**config.mk**
```make
export PLATFORM = sky130hd
export DESIGN_NAME = brth_seq
export DESIGN_NICKNAME = d
export VERILOG_FILES = /design/src/rtl/brth_pkg.sv /design/src/rtl/brth_step.sv /design/src/rtl/brth_phase.sv /design/src/rtl/brth_level.sv /design/src/rtl/brth_pwm.sv /design/src/rtl/brth_seq.sv
export SDC_FILE = /design/constraint.sdc
export NUM_CORES = 1
export LEC_CHECK = 0
export ABC_CLOCK_PERIOD_IN_PS = 8900
export BUFFER_PORTS_ARGS = -buffer_cell sky130_fd_sc_hd__buf_4
export CAP_MARGIN = 10
export CORE_UTILIZATION = 52
export DETAILED_ROUTE_END_ITERATION = 8
export HOLD_SLACK_MARGIN = 0.15
export PLACE_DENSITY = 0.7
export RECOVER_POWER = 100
export SLEW_MARGIN = 5
export SYNTH_ARGS = -nofsm -noshare
export SYNTH_HDL_FRONTEND = slang
export SYNTH_SLANG_ARGS = --single-unit
```
**constraint.sdc**
```tcl
create_clock -name clk -period 8.9 [get_ports clk]
set_clock_uncertainty 0.05 [all_clocks]
set_input_delay 1.78 -clock clk [delete_from_list [all_inputs] [get_ports clk]]
set_output_delay 1.78 -clock clk [all_outputs]
set_load 0.01 [all_outputs]
```
**src/rtl/brth_pkg.sv**
```systemverilog
package brth_pkg;
  typedef enum logic [2:0] {
    PH_IDLE, PH_ARM, PH_DELAY, PH_UP, PH_HIGH, PH_DOWN, PH_LOW, PH_DONE
  } phase_t;

  // peak-hold code saturates at exponent 5
  function automatic logic [2:0] hold_exp(input logic [2:0] code);
    return (code > 3'd5) ? 3'd5 : code;
  endfunction

  // delay code n -> exponent n-1, codes past 8 behave as 8
  function automatic logic [2:0] delay_exp(input logic [3:0] code);
    logic [3:0] c;
    c = (code > 4'd8) ? 4'd8 : code;
    return (c == 4'd0) ? 3'd0 : 3'(c - 4'd1);
  endfunction

  // piecewise exponential curve, 0 at 0 and 255 at 255
  function automatic logic [7:0] exp_curve(input logic [7:0] i);
    logic [13:0] v;
    if (i == 8'hFF) return 8'hFF;
    v = 14'({1'b1, i[4:0]}) << i[7:5];
    return v[12:5] - 8'd1;
  endfunction
endpackage

```
**src/rtl/brth_step.sv**
```systemverilog
module brth_step #(
  parameter int STEP_TICKS = 1
) (
  input  logic       clk,
  input  logic       rst_n,
  input  logic       clr_i,
  input  logic       tick_i,
  input  logic [2:0] exp_i,
  output logic       step_o
);
  localparam int LEN_MAX = STEP_TICKS << 7;
  localparam int SUB_W   = $clog2(LEN_MAX + 1);

  logic [SUB_W-1:0] sub_q;
  logic [SUB_W-1:0] len;

  assign len    = SUB_W'(STEP_TICKS) << exp_i;
  assign step_o = tick_i && !clr_i && (sub_q >= len - SUB_W'(1));

  always_ff @(posedge clk or negedge rst_n) begin
    if (!rst_n)                 sub_q <= '0;
    else if (clr_i || step_o)   sub_q <= '0;
    else if (tick_i)            sub_q <= sub_q + SUB_W'(1);
  end
endmodule

```
**src/rtl/brth_phase.sv**
```systemverilog
module brth_phase
  import brth_pkg::*;
(
  input  logic       clk,
  input  logic       rst_n,
  input  logic       pat_i,
  input  logic       sync_en_i,
  input  logic       sync_go_i,
  input  logic       step_i,
  input  logic [3:0] t0_i,
  input  logic [2:0] t1_i,
  input  logic [2:0] t2_i,
  input  logic [2:0] t3_i,
  input  logic [2:0] t4_i,
  input  logic [3:0] rep_i,
  output phase_t     phase_o,
  output logic [7:0] idx_o,
  output logic [2:0] exp_o,
  output logic       busy_o,
  output logic       done_o
);
  phase_t     ph_q;
  logic [7:0] idx_q;
  logic [3:0] cyc_q;
  logic       done_q;
  phase_t     start_ph;

  assign start_ph = (t0_i == 4'd0) ? PH_UP : PH_DELAY;

  always_comb begin
    case (ph_q)
      PH_DELAY: exp_o = delay_exp(t0_i);
      PH_UP:    exp_o = t1_i;
      PH_HIGH:  exp_o = hold_exp(t2_i);
      PH_DOWN:  exp_o = t3_i;
      PH_LOW:   exp_o = t4_i;
      default:  exp_o = 3'd0;
    endcase
  end

  always_ff @(posedge clk or negedge rst_n) begin
    if (!rst_n) begin
      ph_q <= PH_IDLE; idx_q <= '0; cyc_q <= '0; done_q <= 1'b0;
    end else if (!pat_i) begin
      ph_q <= PH_IDLE; idx_q <= '0; cyc_q <= '0; done_q <= 1'b0;
    end else begin
      done_q <= 1'b0;
      case (ph_q)
        PH_IDLE: begin
          idx_q <= '0; cyc_q <= '0;
          ph_q  <= sync_en_i ? PH_ARM : start_ph;
        end
        PH_ARM:  if (sync_go_i) ph_q <= start_ph;
        PH_DONE: ph_q <= PH_DONE;
        default: if (step_i) begin
          if (idx_q != 8'hFF) idx_q <= idx_q + 8'd1;
          else begin
            idx_q <= '0;
            case (ph_q)
              PH_DELAY: ph_q <= PH_UP;
              PH_UP:    ph_q <= PH_HIGH;
              PH_HIGH:  ph_q <= PH_DOWN;
              PH_DOWN:  ph_q <= PH_LOW;
              default: begin
                if (rep_i != 4'd0 && (cyc_q + 4'd1) == rep_i) begin
                  ph_q <= PH_DONE; done_q <= 1'b1;
                end else begin
                  ph_q <= PH_UP; cyc_q <= cyc_q + 4'd1;
                end
              end
            endcase
          end
        end
      endcase
    end
  end

  assign phase_o = ph_q;
  assign idx_o   = idx_q;
  assign done_o  = done_q;
  assign busy_o  = (ph_q == PH_DELAY) || (ph_q == PH_UP) || (ph_q == PH_HIGH)
                || (ph_q == PH_DOWN) || (ph_q == PH_LOW);
endmodule

```
**src/rtl/brth_level.sv**
```systemverilog
module brth_level
  import brth_pkg::*;
(
  input  logic       clk,
  input  logic       rst_n,
  input  logic       direct_i,
  input  phase_t     phase_i,
  input  logic [7:0] idx_i,
  input  logic [7:0] duty_i,
  input  logic       log_i,
  input  logic       fade_in_i,
  input  logic       fade_out_i,
  input  logic       step_i,
  output logic       rising_o,
  output logic [7:0] level_o
);
  logic [7:0]  dlev_q;
  logic [7:0]  ramp_idx;
  logic [7:0]  curve;
  logic [15:0] dplus;
  logic [15:0] prod;

  assign rising_o = duty_i > dlev_q;

  always_ff @(posedge clk or negedge rst_n) begin
    if (!rst_n)                    dlev_q <= '0;
    else if (!direct_i)            dlev_q <= '0;
    else if (duty_i > dlev_q) begin
      if (!fade_in_i)              dlev_q <= duty_i;
      else if (step_i)             dlev_q <= dlev_q + 8'd1;
    end else if (duty_i < dlev_q) begin
      if (!fade_out_i)             dlev_q <= duty_i;
      else if (step_i)             dlev_q <= dlev_q - 8'd1;
    end
  end

  always_comb begin
    case (phase_i)
      PH_UP:   ramp_idx = idx_i;
      PH_HIGH: ramp_idx = 8'hFF;
      PH_DOWN: ramp_idx = ~idx_i;
      default: ramp_idx = 8'h00;
    endcase
  end

  assign curve   = log_i ? exp_curve(ramp_idx) : ramp_idx;
  assign dplus   = {8'd0, duty_i} + 16'd1;
  assign prod    = {8'd0, curve} * dplus;
  assign level_o = direct_i ? dlev_q : prod[15:8];
endmodule

```
**src/rtl/brth_pwm.sv**
```systemverilog
module brth_pwm #(
  parameter int PWM_DIV = 8
) (
  input  logic       clk,
  input  logic       rst_n,
  input  logic       hi_i,
  input  logic [7:0] level_i,
  output logic       pwm_o
);
  localparam int PRE_W = (PWM_DIV > 2) ? $clog2(PWM_DIV) : 1;

  logic [PRE_W-1:0] pre_q;
  logic [PRE_W-1:0] lim;
  logic [7:0]       cnt_q;

  assign lim = hi_i ? PRE_W'(PWM_DIV / 2 - 1) : PRE_W'(PWM_DIV - 1);

  always_ff @(posedge clk or negedge rst_n) begin
    if (!rst_n) begin
      pre_q <= '0; cnt_q <= '0; pwm_o <= 1'b0;
    end else begin
      if (pre_q >= lim) begin
        pre_q <= '0;
        cnt_q <= (cnt_q >= 8'd254) ? 8'd0 : cnt_q + 8'd1;
      end else begin
        pre_q <= pre_q + PRE_W'(1);
      end
      pwm_o <= level_i > cnt_q;
    end
  end
endmodule

```
**src/rtl/brth_seq.sv**
```systemverilog
module brth_seq
  import brth_pkg::*;
#(
  parameter int STEP_TICKS = 1,
  parameter int PWM_DIV    = 8
) (
  input  logic       clk,
  input  logic       rst_n,
  input  logic       tick_i,
  input  logic       en_i,
  input  logic       mode_i,
  input  logic [7:0] duty_i,
  input  logic       fade_in_i,
  input  logic       fade_out_i,
  input  logic [3:0] t0_i,
  input  logic [2:0] t1_i,
  input  logic [2:0] t2_i,
  input  logic [2:0] t3_i,
  input  logic [2:0] t4_i,
  input  logic [3:0] rep_i,
  input  logic       log_i,
  input  logic       pwm_hi_i,
  input  logic       sync_en_i,
  input  logic       sync_go_i,
  output logic       pwm_o,
  output logic       busy_o,
  output logic       done_o
);
  logic       pat, direct, step, clr, rising;
  logic [2:0] ph_exp, step_exp;
  logic [7:0] idx, level;
  phase_t     phase;

  assign pat      = en_i && mode_i;
  assign direct   = en_i && !mode_i;
  assign clr      = direct ? 1'b0 : !busy_o;
  assign step_exp = direct ? (rising ? t1_i : t3_i) : ph_exp;

  brth_step #(.STEP_TICKS(STEP_TICKS)) u_step (
    .clk(clk), .rst_n(rst_n), .clr_i(clr), .tick_i(tick_i),
    .exp_i(step_exp), .step_o(step));

  brth_phase u_phase (
    .clk(clk), .rst_n(rst_n), .pat_i(pat), .sync_en_i(sync_en_i),
    .sync_go_i(sync_go_i), .step_i(step), .t0_i(t0_i), .t1_i(t1_i),
    .t2_i(t2_i), .t3_i(t3_i), .t4_i(t4_i), .rep_i(rep_i),
    .phase_o(phase), .idx_o(idx), .exp_o(ph_exp), .busy_o(busy_o),
    .done_o(done_o));

  brth_level u_level (
    .clk(clk), .rst_n(rst_n), .direct_i(direct), .phase_i(phase),
    .idx_i(idx), .duty_i(duty_i), .log_i(log_i), .fade_in_i(fade_in_i),
    .fade_out_i(fade_out_i), .step_i(step), .rising_o(rising),
    .level_o(level));

  brth_pwm #(.PWM_DIV(PWM_DIV)) u_pwm (
    .clk(clk), .rst_n(rst_n), .hi_i(pwm_hi_i), .level_i(level),
    .pwm_o(pwm_o));
endmodule

```
# After elaboration in Yosys (flattened, before gate mapping)
# Index checks and enable logic that the tools add are counted.
totals:
  register_bits: 44
  inputBits: 39
  output_inout_bits: 3
  word_cells: 128
op_classes:
  n_addsub: 11
  mul: 1
  order_cmp: 8
  n_eq_ne: 21
  n_shift: 2
  muxes: 50
  bitwise: 1
  n_reduce_logical: 25
ops:
  columns: ["op", "n"]
  rows:
  - ["$mux 8", 17]
  - ["$mux 3", 12]
  - ["$add 8x1->8 const B", 4]
  - ["$mux 4", 6]
  - ["$pmux 8 s3", 1]
  - ["$sub 8x1->8 const B", 3]
  - ["$gt 8x8->1", 2]
  - ["$mul 8x16->16", 1]
  - ["$pmux 8 s2", 1]
  - ["$ne 3x3->1 const B", 5]
  - ["$pmux 3 s5", 1]
  - ["$shl 6x3->13", 1]
  - ["$eq 3x3->1 const B", 4]
  - ["$pmux 3 s4", 1]
  - ["$ne 5x5->1 const B", 2]
  - ["$add 8x1->9 const B", 1]
  - ["$mux 1", 9]
  - ["$pmux 3 s3", 1]
  - ["$eq 8x8->1 const B", 1]
  - ["$ge 8x8->1", 1]
  - ["$ge 8x8->1 const B", 1]
  - ["$logic_not 4->1", 2]
  - ["$lt 8x8->1", 1]
  - ["$ne 8x8->1 const B", 1]
  - ["other kinds (28)", 40]

# Depth between registers and ports, before layout
depth:
  depth_word: 15
  mapped_depth: 37
  mapped_depth_nobuf: 35

# Cells and area by module
# A second synthesis with hierarchy kept.
hier_totals:
  cells_unflattened: 863
  area_unflattened_um2: 7131.8
by_module_without_submodules:
  columns: ["mod", "instances", "cells_each", "area_each_um2", "seq_area_each_um2"]
  rows:
  - ["brth_level", 1, 534, 4174.0, 200.2]
  - ["brth_phase", 1, 154, 1291.2, 400.4]
  - ["brth_pwm", 1, 83, 803.3, 300.3]
  - ["brth_step", 1, 82, 763.2, 200.2]
  - ["brth_seq", 1, 10, 100.1, 0.0]

# Worst setup path before layout
# Ideal clock, no wire load.
synth_timing:
  path_kind: "input to register"
  from: "input log_i"
  to: "register u_pwm.pwm_o"
  setup_ns: 0.127
  arrival_ns: 7.734
  t_required_ns: 8.723
  path_slack_ns: 0.989
  cell_stages: 28
  cell_sequence: "clkbuf_2 > inv_1 > a31oi_1 > nand2_1 > a2bb2oi_1 > and2_1 > fa_1 > fa_1 > inv_1 > fa_1 > fa_1 > inv_1 > ha_1 > nand4_1 > or4b_2 > o31ai_1 > a31oi_1 > xnor2_1 > a21oi_1 > ha_1 > nor2b_1 > o21a_1 > o21ai_0 > nand2b_1 > a21oi_1 > nor2_1 > a211oi_1 > a21oi_1"
synth_via:
  elab_chain_len: 4
synth_rtl:
  columns: ["item", "line", "rtl"]
  rows:
  - ["start, declared", "brth_seq.sv:21", "input logic log_i,"]
  - ["$mux 8", "brth_level.sv:46", "assign curve = log_i ? exp_curve(ramp_idx) : ramp_idx;"]
  - ["$mul 8x16->16", "brth_level.sv:48", "assign prod = {8'd0, curve} * dplus;"]
  - ["$mux 8", "brth_level.sv:49", "assign level_o = direct_i ? dlev_q : prod[15:8];"]
  - ["$gt 8x8->1", "brth_pwm.sv:28", "pwm_o <= level_i > cnt_q;"]
  - ["end signal, assigned", "brth_pwm.sv:28", null]
  - ["end, declared", "brth_pwm.sv:8", "output logic pwm_o"]
# No other way between the ends.
# A chain may end at the register's enable or synchronous reset.

# Final worst setup path
layout_timing:
  from: "register u_phase.ph_q[0], in the netlist u_phase.phase_o[0]"
  to: "register u_pwm.pwm_o"
layout_via:
  elab_chain_len: 9
layout_rtl:
  columns: ["item", "line", "rtl"]
  rows:
  - ["start, declared", "brth_phase.sv:22", "phase_t ph_q;"]
  - ["start signal, assigned", "brth_phase.sv:51", "ph_q <= sync_en_i ? PH_ARM : start_ph;"]
  - ["start signal, assigned", "brth_phase.sv:53", "PH_ARM: if (sync_go_i) ph_q <= start_ph;"]
  - ["$eq 3x3->1 / $eq 3x2->1 (equally long branches)", "brth_level.sv:38", "case (phase_i)"]
  - ["$pmux 8 s3 (*)", "brth_level.sv:38", null]
  - ["$shl 6x3->13 / $eq 8x8->1 (equally long branches)", "brth_pkg.sv:22, brth_pkg.sv:21", null]
  - ["$sub 8x1->8 / $mux 1 (equally long branches)", "brth_pkg.sv:23, brth_pkg.sv:21", null]
  - ["$mux 8", "brth_pkg.sv:22", "v = 14'({1'b1, i[4:0]}) << i[7:5];"]
  - ["$mux 8 (*)", "brth_level.sv:46", null]
  - ["$mul 8x16->16 (*)", "brth_level.sv:48", null]
  - ["$mux 8 (*)", "brth_level.sv:49", null]
  - ["$gt 8x8->1 (*)", "brth_pwm.sv:28", null]
# Every way passes the cells marked *; elsewhere a longest branch is shown, timed or not.

==> flow_summary.json <==
{
  "outcome": "finished, violations left",
  "violations": "capacitance limit, slew limit",
  "avgSynthCellArea_sq_um": 7.87,
  "reg2reg_depth": 32,
  "syn2layout_area_growth_pct": 8.89,
  "routabilityCongestion": 0.932,
  "worstSetupPathType": "register to register",
  "io_buffers": 41,
  "wl_met3_um": 806,
  "antenna_left": 0,
  "timing.final.crit_share_pct": 93.7,
  "switching_share_pct": 40.7,
  "final_max_slew_viol_count": 62,
  "dr.max_layer_used": "met4",
  "max_freq_mhz": 120,
  "n_fill_cell": 1214,
  "initial_core_util_pct": 53.7,
  "ios": 42,
  "wire_per_inst_um": 16.3,
  "routed_wl_mm": 17.3,
  "wl_met1_mm": 7.90,
  "first_iter_violations": 419,
  "setup-violations-final": 0,
  "syn_inst": 864,
  "synth-warning-count": 0,
  "cts_tree": "done",
  "synth-seq-cells": 44,
  "final_nets": 1038,
  "drv_cap": 2,
  "cts_buffers": 5,
  "yosysTopAreaCell": "dfrtp_1",
  "vias": 6293,
  "ys_types": 78,
  "slew_headroom_pct": -60.8,
  "rsz0062_at_grt": "no",
  "seq_power_share_pct": 30.3,
  "drc": 0,
  "multi_input_area_sq_mm": 0.00519,
  "synthArstFlopShare_pct": 100,
  "critPathSlowestCell": "fa_1",
  "final_cells": 1064,
  "die_y_um": 116,
  "htreeDepth": 2,
  "dpl.cell_count": 1055,
  "clk_pin_slew_ns": 0.06,
  "cts_hold_buf": 0,
  "synth.top_cell.area_share_pct": 16.2,
  "cts-root-buf": "clkbuf_16",
  "power_frac_comb_pct": 47.3,
  "grt_pass1_wl_mm": 30.0,
  "path_max_fanout": 16,
  "yosysSeqAreaShare_pct": 16.2,
  "hold_depth": 1,
  "synth-edff-count": 0,
  "wl_met2_mm": 8.28,
  "cp.arrival_ns": 8.46,
  "final.min_clock_period_ns": 8.34,
  "die_area_sq_mm": 0.0135,
  "p_int_uw": 505,
  "antenna_cells": 0,
  "drive_gt1_share_pct": 10.2,
  "syn_nets": 1011,
  "p_clk_share_pct": 22.4,
  "switching_power_uw": 347,
  "crit_path_max_incr_delay_ns": 0.55,
  "overflow": 0,
  "syn_area_sq_mm": 0.00680,
  "hold_path_class": "register to register",
  "clk_path_buf_depth": 2,
  "clock_sinks": 44,
  "synth_ff_type": "dfrtp_1",
  "hpwl_mm": 13.9,
  "critPathLaunchType": "register",
  "final_hold_viol_count": 0,
  "grt_max_degree": 45,
  "rows": 41,
  "grt_util_all_layers_pct": 27.8,
  "required_ns": 9.02,
  "antenna_found_initial": 0,
  "firstDrtPassIters": 5,
  "synth_area_leaders": "dfrtp_1, ha_1, fa_1",
  "power.leakage_nw": 3.35,
  "cp-end-kind": "register",
  "die_w_um": 116,
  "register_area_sq_mm": 0.00110,
  "cellPowerDensity_mw_per_mm2": 115,
  "core_area_sq_mm": 0.0127,
  "tns_ns": 0,
  "clk-insertion-delay-late_ns": 0.29,
  "tightest_slew_ns": 2.41,
  "peakVddDrop_mv": 0.160,
  "grt_pass1_vias": 6300,
  "vias_per_cell": 5.91
}
routing by layer:
layer,GRT usage [%],vias to the layer above
li1,-,3054
met1,38.0,3033
met2,46.4,181
met3,3.11,25
met4,8.21,0
met5,0,-
synthesized netlist by cell type (3+ instances only):
| cell | number |
|---|---|
| and3_1 | 11 |
| clkbuf_1 | 20 |
| xnor2_1 | 32 |
| nand2b_1 | 20 |
| mux2i_1 | 9 |
| o41ai_1 | 4 |
| a31oi_1 | 7 |
| or2_2 | 5 |
| nor3_1 | 26 |
| o211ai_1 | 9 |
| o2111ai_1 | 4 |
| ha_1 | 68 |
| a22o_1 | 3 |
| o21ai_1 | 4 |
| or3_1 | 3 |
| fa_1 | 40 |
| nor3b_1 | 6 |
| and2_1 | 15 |
| nand4_1 | 7 |
| a211oi_2 | 3 |
| or2_1 | 3 |
| nor2_1 | 81 |
| nand2_1 | 84 |
| nor2b_1 | 14 |
| mux2_2 | 5 |
| o21a_1 | 9 |
| inv_1 | 92 |
| dfrtp_1 | 44 |
| a21oi_1 | 51 |
| nand3_1 | 28 |
| a21o_1 | 12 |
| xor2_1 | 16 |
| a221oi_1 | 3 |
| o22ai_1 | 8 |
| buf_2 | 8 |
| nand3b_1 | 6 |
| o31ai_1 | 7 |
| a211oi_1 | 12 |
| o21ai_0 | 36 |
| buf_4 | 4 |
timing repair:
| item | 4_1_cts | 5_1_grt |
|---|---|---|
| setup endpoints to repair | 0 | 1 |
| setup buffers | 0 | 1 |
| resized for setup | 0 | 7 |
final cells by class:
class,count,area share [%]
Multi-Input combinational cell,693,70.2
Sequential cell,44,14.9
Timing Repair Buffer,55,5.32
Inverter,92,4.66
Tap cell,172,2.91
Clock buffer,7,1.93
Clock inverter,1,0.101
power groups by stage:
stage               Clock, mW  Sequential (mW)  Combinational (mW)
floorplan                   0            0.250               0.298
global placement            0            0.259               0.386
detailed placement          0            0.261               0.399
CTS                     0.195            0.257               0.403
global route            0.199            0.262               0.461
finish                  0.191            0.258               0.402
sequential cells by signal, summed over array words and instances, names as in the netlist, 3 cells and up:
register and flops:
u_phase.cyc_q 4, u_phase.idx_o 8, u_phase.phase_o 3, u_pwm.cnt_q 8, u_level.dlev_q 8, u_step.sub_q 8, u_pwm.pre_q 3
cell families after synthesis:
group	after synthesis	synth area share, %
mux	16	2.69
other cells	1	0.0552
flops	44	16.2
xor+xnor	48	6.18
buf+inv	127	7.51
simple gates	319	22.8
compound gates	201	20.3
fa+ha+maj	108	24.3
per-stage QoR:
stage,hold WS [ns],cell area [sq um],setup WS [ns],utilization (%),total power [mW]
finish,0.418,7400,0.562,58.4,0.851
global route,0.434,7400,0.0517,58.4,0.922
CTS,0.427,7400,0.342,58.4,0.855
detailed placement,0.418,7250,0.410,57.3,0.660
global placement,0.398,7250,0.655,57.3,0.645
floorplan,0.383,6800,0.989,-,0.548
critical path: cells and delay by family (launching register included):
family / cells / cell delay, ns
buffers and inverters: 4 / 0.26
multiplexers: 1 / 0.28
flip-flops: 1 / 0.52
AND/OR/NAND/NOR: 5 / 1.24
adder cells (fa/ha/maj): 7 / 3.01
AO/OA/AOI/OAI: 15 / 2.83
path summary, 6_finish.rpt:
| check | endpoint | slack [ns] | start |
|---|---|---|---|
| min in group asynchronous | u_phase.cyc_q[0] | 2.17 | rst_n |
| max in group asynchronous | u_phase.idx_o[5] | 5.08 | rst_n |
| worst min-delay path | u_pwm.pre_q[0] | 0.42 | u_pwm.pre_q[0] |
| worst max register to register | u_pwm.pwm_o | 0.56 | u_phase.phase_o[0] |
| worst min register to register | u_pwm.pre_q[0] | 0.42 | u_pwm.pre_q[0] |
| worst max-delay path | u_pwm.pwm_o | 0.56 | u_phase.phase_o[0] |
placed cells by master (no fill, tap or decap), types with 16 or more instances in the layout:
cell type,n
a21oi_1,51
buf_4,49
dfrtp_1,41
fa_1,40
ha_1,68
inv_1,92
nand2_1,84
nand2b_1,19
nand3_1,28
nor2_1,81
nor3_1,26
o21ai_0,37
xnor2_1,32
xor2_1,16
(Power assumes the default switching activity.)
